==> config.mk <==
export PLATFORM = sky130hd
export DESIGN_NAME = spi_reg_slave
export DESIGN_NICKNAME = d
export VERILOG_FILES = /design/src/rtl/spi_reg_pkg.sv /design/src/rtl/spi_edge_det.sv /design/src/rtl/spi_frame_rx.sv /design/src/rtl/spi_reg_array.sv /design/src/rtl/spi_tx_shift.sv /design/src/rtl/spi_reg_slave.sv
export SDC_FILE = /design/constraint.sdc
export NUM_CORES = 2
export LEC_CHECK = 0
export BUFFER_PORTS_ARGS = -buffer_cell sky130_fd_sc_hd__buf_2
export CORE_ASPECT_RATIO = 0.75
export CORE_MARGIN = 3
export CORE_UTILIZATION = 40
export CTS_BUF_LIST = sky130_fd_sc_hd__clkbuf_4 sky130_fd_sc_hd__clkbuf_8
export DETAILED_ROUTE_END_ITERATION = 12
export HOLD_SLACK_MARGIN = 0.1
export MAX_ROUTING_LAYER = met4
export PLACE_DENSITY_LB_ADDON = 0.2
export SYNTH_ARGS = -nofsm -noshare
export SYNTH_HDL_FRONTEND = slang
export SYNTH_SLANG_ARGS = --single-unit
==> constraint.sdc <==
create_clock -name clk -period 3.7 [get_ports clk]
set_clock_uncertainty 0.1 [all_clocks]
set_input_delay 0.37 -clock clk [delete_from_list [all_inputs] [get_ports clk]]
set_output_delay 0.37 -clock clk [all_outputs]
set_load 0.05 [all_outputs]
==> src/rtl/spi_reg_pkg.sv <==
package spi_reg_pkg;
  localparam int unsigned ADDR_W     = 7;
  localparam int unsigned DATA_W     = 8;
  localparam int unsigned FRAME_BITS = ADDR_W + 1 + DATA_W;
  localparam int unsigned CNT_W      = $clog2(FRAME_BITS);
  localparam int unsigned DEPTH      = 1 << ADDR_W;

  typedef struct packed {
    logic [ADDR_W-1:0] addr;
    logic              is_write;
  } frame_hdr_t;
endpackage

==> src/rtl/spi_edge_det.sv <==
module spi_edge_det (
  input  logic clk,
  input  logic rst_n,
  input  logic sclk,
  input  logic cs_n,
  output logic rise,
  output logic fall
);
  logic sclk_q;

  always_ff @(posedge clk or negedge rst_n) begin
    if (!rst_n) sclk_q <= 1'b0;
    else        sclk_q <= sclk;
  end

  assign rise = !cs_n &&  sclk && !sclk_q;
  assign fall = !cs_n && !sclk &&  sclk_q;
endmodule

==> src/rtl/spi_frame_rx.sv <==
module spi_frame_rx
  import spi_reg_pkg::*;
#(
  parameter int unsigned AW = ADDR_W,
  parameter int unsigned DW = DATA_W,
  localparam int unsigned NB = AW + 1 + DW,
  localparam int unsigned CW = $clog2(NB)
) (
  input  logic          clk,
  input  logic          rst_n,
  input  logic          cs_n,
  input  logic          rise,
  input  logic          mosi,
  output logic [CW-1:0] bit_cnt,
  output logic          done,
  output logic          is_write,
  output logic          rd_stb,
  output logic [AW-1:0] rd_addr,
  output logic          wr_stb,
  output logic [AW-1:0] wr_addr,
  output logic [DW-1:0] wr_data
);
  localparam logic [CW-1:0] HDR_LAST   = CW'(AW);
  localparam logic [CW-1:0] FRAME_LAST = CW'(NB - 1);

  logic [NB-2:0] shreg;
  frame_hdr_t    hdr;
  logic          take;

  assign take    = rise && !done;
  assign rd_addr = shreg[AW-1:0];
  assign rd_stb  = take && (bit_cnt == HDR_LAST) && !mosi;
  assign wr_stb  = take && (bit_cnt == FRAME_LAST) && hdr.is_write;
  assign wr_addr = hdr.addr;
  assign wr_data = {shreg[DW-2:0], mosi};
  assign is_write = hdr.is_write;

  always_ff @(posedge clk or negedge rst_n) begin
    if (!rst_n) begin
      bit_cnt <= '0;
      done    <= 1'b0;
      shreg   <= '0;
      hdr     <= '0;
    end else if (cs_n) begin
      bit_cnt <= '0;
      done    <= 1'b0;
      shreg   <= '0;
      hdr     <= '0;
    end else if (take) begin
      shreg <= {shreg[NB-3:0], mosi};
      if (bit_cnt == HDR_LAST) begin
        hdr.addr     <= shreg[AW-1:0];
        hdr.is_write <= mosi;
      end
      if (bit_cnt == FRAME_LAST) begin
        done <= 1'b1;
      end else begin
        bit_cnt <= bit_cnt + 1'b1;
      end
    end
  end
endmodule

==> src/rtl/spi_reg_array.sv <==
module spi_reg_array
  import spi_reg_pkg::*;
#(
  parameter int unsigned AW = ADDR_W,
  parameter int unsigned DW = DATA_W,
  localparam int unsigned N = 1 << AW
) (
  input  logic          clk,
  input  logic          rst_n,
  input  logic          we,
  input  logic [AW-1:0] waddr,
  input  logic [DW-1:0] wdata,
  input  logic [AW-1:0] raddr,
  output logic [DW-1:0] rdata
);
  logic [DW-1:0] cells [N];

  for (genvar g = 0; g < N; g++) begin : g_cell
    always_ff @(posedge clk or negedge rst_n) begin
      if (!rst_n)                         cells[g] <= '0;
      else if (we && waddr == AW'(g))     cells[g] <= wdata;
    end
  end

  assign rdata = cells[raddr];
endmodule

==> src/rtl/spi_tx_shift.sv <==
module spi_tx_shift
  import spi_reg_pkg::*;
#(
  parameter int unsigned DW = DATA_W
) (
  input  logic          clk,
  input  logic          rst_n,
  input  logic          cs_n,
  input  logic          load,
  input  logic [DW-1:0] load_data,
  input  logic          fall,
  input  logic          done,
  output logic          miso,
  output logic          miso_oe
);
  logic [DW-1:0] txreg;
  logic          armed;

  always_ff @(posedge clk or negedge rst_n) begin
    if (!rst_n) begin
      txreg   <= '0;
      armed   <= 1'b0;
      miso    <= 1'b0;
      miso_oe <= 1'b0;
    end else if (cs_n) begin
      txreg   <= '0;
      armed   <= 1'b0;
      miso    <= 1'b0;
      miso_oe <= 1'b0;
    end else if (load) begin
      txreg <= load_data;
      armed <= 1'b1;
    end else if (fall) begin
      if (done) begin
        miso_oe <= 1'b0;
        miso    <= 1'b0;
      end else if (armed || miso_oe) begin
        miso    <= txreg[DW-1];
        txreg   <= {txreg[DW-2:0], 1'b0};
        miso_oe <= 1'b1;
        armed   <= 1'b0;
      end
    end
  end
endmodule

==> src/rtl/spi_reg_slave.sv <==
module spi_reg_slave
  import spi_reg_pkg::*;
#(
  parameter int unsigned AW = ADDR_W,
  parameter int unsigned DW = DATA_W,
  localparam int unsigned NB = AW + 1 + DW,
  localparam int unsigned CW = $clog2(NB)
) (
  input  logic clk,
  input  logic rst_n,
  input  logic spi_sclk,
  input  logic spi_cs_n,
  input  logic spi_mosi,
  output logic spi_miso,
  output logic spi_miso_oe
);
  logic          rise, fall;
  logic [CW-1:0] bit_cnt;
  logic          done, is_write, rd_stb, wr_stb;
  logic [AW-1:0] rd_addr, wr_addr;
  logic [DW-1:0] wr_data, rd_data;

  spi_edge_det u_edge (
    .clk  (clk),
    .rst_n(rst_n),
    .sclk (spi_sclk),
    .cs_n (spi_cs_n),
    .rise (rise),
    .fall (fall)
  );

  spi_frame_rx #(.AW(AW), .DW(DW)) u_rx (
    .clk     (clk),
    .rst_n   (rst_n),
    .cs_n    (spi_cs_n),
    .rise    (rise),
    .mosi    (spi_mosi),
    .bit_cnt (bit_cnt),
    .done    (done),
    .is_write(is_write),
    .rd_stb  (rd_stb),
    .rd_addr (rd_addr),
    .wr_stb  (wr_stb),
    .wr_addr (wr_addr),
    .wr_data (wr_data)
  );

  spi_reg_array #(.AW(AW), .DW(DW)) u_regs (
    .clk  (clk),
    .rst_n(rst_n),
    .we   (wr_stb),
    .waddr(wr_addr),
    .wdata(wr_data),
    .raddr(rd_addr),
    .rdata(rd_data)
  );

  spi_tx_shift #(.DW(DW)) u_tx (
    .clk      (clk),
    .rst_n    (rst_n),
    .cs_n     (spi_cs_n),
    .load     (rd_stb),
    .load_data(rd_data),
    .fall     (fall),
    .done     (done),
    .miso     (spi_miso),
    .miso_oe  (spi_miso_oe)
  );
endmodule

* Word level (Yosys, flattened, before mapping)
Cells that the tools add are included.
Cells by class: $add $sub $neg 1, $lt $le $gt $ge 1, equal/unequal tests 132, muxes and demuxes 34, bitwise logic cells 1, reductions and logical operators 156
Operators with widths (number):
- $eq 7x7->1 const B | 64
- $eq 7x6->1 const B | 32
- $logic_and 1x1->1 | 137
- $eq 7x5->1 const B | 16
- $mux 8 | 10
- $bmux 8 s7 | 1
- $eq 7x4->1 const B | 8
- $eq 7x3->1 const B | 4
- $mux 1 | 18
- $eq 7x2->1 const B | 2
- $mux 7 | 2
- $mux 4 | 3
- $reduce_bool 3->1 | 3
- $ge 8x8->1 const B | 1
- $not 7->8 | 1
- $reduce_bool 2->1 | 4
- $eq 7x1->1 const B | 1
- $logic_not 7->1 | 1
- $reduce_and 2->1 | 3
- $reduce_and 3->1 | 2
- $logic_not 1->1 | 5
- $add 4x1->4 const B | 1
- $eq 4x3->1 const B | 1
- $eq 4x4->1 const B | 1
- 3 further kinds | 4
Storage, ports and cells: flip-flop bits (word level) 1056, bits of input ports 5, output and inout port bits 2, logic and storage cells 463

* Longest topological paths before layout
word-level depth 8, depth in mapped cells 11, depth with buffers taken out 7

* Modules after synthesis
Synthesis repeated with hierarchy kept, for this count alone.
Second synthesis, totals: cell total of the unflattened synthesis 2943, area total of the unflattened synthesis 48017.3 um2
Modules (own cells, without submodules):
- spi_reg_array | instances 1, cells each 2774, area an instance 46402.0 um2
- spi_frame_rx | instances 1, cells each 103, area an instance 943.4 um2
- spi_tx_shift | instances 1, cells each 63, area an instance 631.9 um2
- spi_edge_det | instances 1, cells each 3, area an instance 40.0 um2

* Least setup slack after synthesis
Ideal clock, no wire load.
path type register -> register, from register u_rx.shreg[0], to register u_tx.txreg[6], library setup time 0.132 ns, data arrival time 2.361 ns, setup slack 1.107 ns, stages on the path, launching flop included 10, path buffers 4, period minus slack after synthesis 2.593 ns, cells stage by stage dfrtp_1 -> buf_2 -> buf_4 -> buf_4 -> buf_2 -> mux4_2 -> a22oi_1 -> a21oi_1 -> o41ai_1 -> nor2_1
Between the ends: cells in the longest elaborated chain, start to end 6
Ends and longest elaborated chain:
- from (decl) | RTL line spi_frame_rx.sv:26 | logic [NB-2:0] shreg;
- from (signal assigned) | RTL line spi_frame_rx.sv:50 | shreg <= {shreg[NB-3:0], mosi};
- $not 7->8 (implied by the code) | RTL line spi_reg_array.sv:25 | assign rdata = cells[raddr];
- $bmux 8 s7 | RTL line spi_reg_array.sv:25
- $mux 8 (implied by the code) (2 in a row) | RTL line spi_reg_array.sv:25
- $mux 8 | RTL line spi_tx_shift.sv:30 | end else if (load) begin
- $mux 8 | RTL line spi_tx_shift.sv:25 | end else if (cs_n) begin
- to (signal assigned) | RTL line spi_tx_shift.sv:31 | txreg <= load_data;
- to (signal assigned) | RTL line spi_tx_shift.sv:39 | txreg <= {txreg[DW-2:0], 1'b0};
- to (decl) | RTL line spi_tx_shift.sv:16 | logic [DW-1:0] txreg;
Every way passes these cells. The select of a mux whose other input is x is not followed. A chain may end at the register's enable or synchronous reset.

* Worst setup path in the final report
from register u_rx.shreg[1], to register u_tx.txreg[7]
The elaborated chain is that of the path after synthesis.

==> impl_metrics.yaml <==
clocking:
  clkLatencyLatePin_ps: 870
  cts_tree: "done"
  clockBufferDepth: 3
  root_buffer: "clkbuf_8"
  postCtsSetupBuffers: 0
  cts_made_buffers: 169
  htree_num_levels: 4
  clkTransAtPathRegs_ps: 60
  clkSinkCount: 1056
timing:
  worst_slew_pin_slew_ps: 986
  timing_hold_violations_final: 0
  slew_violations: 0
  period_share_pct: 95.0
  fin_crit_ps: 3520
  fmax_ghz: 0.284
  setup-violations-final: 0
  relSlewSlack_pct: 34.2
  tns_ps: 0
  rsz0062_at_grt: "no"
final_layout:
  layout_commonest_cell: "dfrtp_1"
  drive_gt1_share_pct: 56.0
  final_cell_mix: "dfrtp_1 (1,049), mux2_2 (1,029), mux4_2 (248)"
  syn_to_final_growth_pct: 13.3
  num-nets-final: 3275
global_route:
  grt_overflow: 0
  grt_pass1_wl_um: 208000
  grt_usage_pct: 22.8
  grt_max_degree: 136
  grt_pass1_vias: 30600
  antenna_found_initial: 5
min_path:
  whs_path_depth: 2
  hold_start: "spi_sclk"
  whs_endpoint: "u_edge.sclk_q$_DFF_PN0_"
  hp-class: "in -> reg"
power_and_ir_drop:
  peakVddDrop_mv: 0.347
  p_leak_nw: 25.1
  p_switching_mw: 5.24
  powerDensity_nw_per_um2: 418
  power_frac_clock_pct: 47.0
  comb_power_share_pct: 2.6
  switching_share_pct: 22.8
  p_int_mw: 17.7
  power.total_mw: 22.9
  power.share.sequential_pct: 50.4
synthesis:
  synth.area.top_cells: "dfrtp_1 (55%), mux2_2 (24%), mux4_2 (12%)"
  synth_warnings: 0
  synth_cell_types: 56
  yosys.area.top_type_share_pct: 54.6
  ys.flop_type: "dfrtp_1"
  synth_edf_count: 0
  yosysSeqAreaShare_pct: 54.6
  ys_ff_latch: 1056
  async_flop_share_pct: 100
  netlist_area_um2: 48400
  synth_top_area_cell: "dfrtp_1"
  synth_area_per_cell_um2: 15.4
  synthCells: 3155
  syn_nets: 3161
setup_path:
  slowest_delay_ps: 860
  crit_top_cell: "buf_4"
  worstSetupStartpointType: "register"
  critPathKind: "reg -> reg"
  crit_arrival_ps: 4120
  end_kind: "register"
  crit_chain: "buf_12 > buf_4 > mux4_2 > o221ai_1 > a2111oi_0 > buf_4 > o31ai_1 > a31oi_1"
  crit_required_ps: 4310
  crit_path_max_fanout: 22
  timing.rr.start: "u_rx.shreg[1]$_DFFE_PN0P_"
  r2r_slack_ps: 180
  reg2reg_depth: 8
  crit_path_top_delay_cell: "dfrtp_4"
  rr_endpoint: "u_tx.txreg[7]$_DFFE_PN0P_"
route:
  num_vias: 28900
  ant_nets: 0
  wl_per_cell_um: 27.5
  drt_iter0_markers: 2314
  viasPerCell: 5.77
  drc: 0
  totalWireLength_um: 138000
  dr.pass1.iters: 5
floorplan:
  die_x_um: 408
  pin_count: 7
  chipHeight_um: 307
  rows: 109
  core_area_um2: 119000
  start_util_pct: 40.7
  die-area_um2: 125000
run_status:
  outcome: "finished clean"
run:
  maxCapViolations: 0
placed_design:
  portBuffers: 6
  dp.final_hpwl_um: 89900
  place.gp.congestion: 0.855
[critical path: cells and delay by family (launching register included)]
family	cells	cell delay, ps
AO/OA/AOI/OAI	4	1270
buffers and inverters	3	750
flip-flops	1	860
multiplexers	1	340
[sequential cells by signal, summed over array words and instances (netlist names)]
register,cells
u_regs.cells,1024
u_tx.txreg,8
u_rx.shreg,7
u_rx.wr_addr,7
u_rx.bit_cnt,4
u_edge.sclk_q,1
u_rx.done,1
u_rx.is_write,1
u_tx.armed,1
u_tx.miso,1
u_tx.miso_oe,1
[layout make-up]
cell class	instances	area [um^2]
fill	10300	64200
sequential	1056	26500
multi-input combinational	1849	21000
clock buffer	277	3420
tap	1609	2010
timing repair buffer	185	1770
clock inverter	24	221
inverter	8	30.0
antenna	3	7.51
[cell families (layout without fill, tap and decap cells)]
kind of cell / Yosys count / count (layout) / synth area share [%]
AOI/OAI and AO/OA: 177 / 177 / 2.58
adders and majority gates: 1 / 1 / 0.0258
DFF: 1056 / 1056 / 54.6
and+or+nand+nor: 326 / 326 / 3.85
xor gates and xnor gates: 2 / 2 / 0.0362
other: 0 / 3 / 0
muxes: 1343 / 1343 / 36.8
buffers and inverters: 250 / 494 / 2.14
[per-layer routing]
metal / up-vias / global-route usage (%) / wire [um]
li1: 12000 / - / -
met1: 15900 / 33.0 / 65700
met2: 817 / 32.9 / 61400
met3: 228 / 4.16 / 7300
met4: 0 / 6.60 / 3380
met5: - / - / 0
[metrics by stage]
step | hold slack, ps | instance area, um^2 | std cells | util (%) | worst slack [ps]
detailed placement | 231 | 51200 | 4701 | 43.0 | 223
CTS | 137 | 54900 | 5008 | 46.1 | 206
finish | 202 | 54900 | 5011 | 46.1 | 185
global route | 162 | 54900 | 5009 | 46.1 | 1.91
global placement | 217 | 51200 | 4701 | 43.0 | 137
floorplan | -25.6 | 48400 | 3155 | - | 1110
[power groups by stage]
stage | Sequential, mW | Combinational [mW] | Clock, mW
after floorplan | 11.8 | 0.237 | 0
after global placement | 11.8 | 0.593 | 0
after detailed placement | 11.8 | 0.612 | 0
after CTS | 11.6 | 0.622 | 11.1
after global routing | 11.6 | 0.673 | 11.6
final | 11.6 | 0.601 | 10.8
[cell usage after synthesis (all sizes together) (2+ instances only)]
cell,number
a2111oi,12
a211oi,11
a21boi,2
a21oi,34
a221o,3
a221oi,5
a22oi,48
a311oi,2
a31o,2
a31oi,6
and2,4
and3,2
buf,73
clkbuf,169
dfrtp,1056
inv,8
mux2,1029
mux2i,66
mux4,248
nand2,42
nand2b,11
nand3,22
nand3b,10
nand4,4
nor2,172
nor2b,24
nor3,12
nor3b,3
nor4,6
nor4b,2
o211ai,4
o21ai,16
o221ai,4
o22ai,4
o2bb2ai,6
o311ai,6
o31ai,7
o32ai,2
or2,2
or3,2
or3b,3
or4,2
xnor2,2
[worst max path at each step]
stage / from / slack (ps) / endpoint
after floorplan: u_rx.shreg[0]$_DFFE_PN0P_ / 1110 / u_tx.txreg[6]$_DFFE_PN0P_
after global placement: u_rx.shreg[1]$_DFFE_PN0P_ / 140 / u_tx.txreg[7]$_DFFE_PN0P_
after detailed placement: u_rx.shreg[0]$_DFFE_PN0P_ / 220 / u_tx.txreg[6]$_DFFE_PN0P_
after CTS: u_rx.shreg[0]$_DFFE_PN0P_ / 210 / u_tx.txreg[6]$_DFFE_PN0P_
after global routing: u_rx.shreg[0]$_DFFE_PN0P_ / 2 / u_tx.txreg[6]$_DFFE_PN0P_
final: u_rx.shreg[1]$_DFFE_PN0P_ / 180 / u_tx.txreg[7]$_DFFE_PN0P_
[timing repair]
action                                 CTS  global route
endpoints found under the hold margin  966             0
gates resized for setup                  0             0
hold buffers                             6             0
Power figures use the tool's default switching activity.
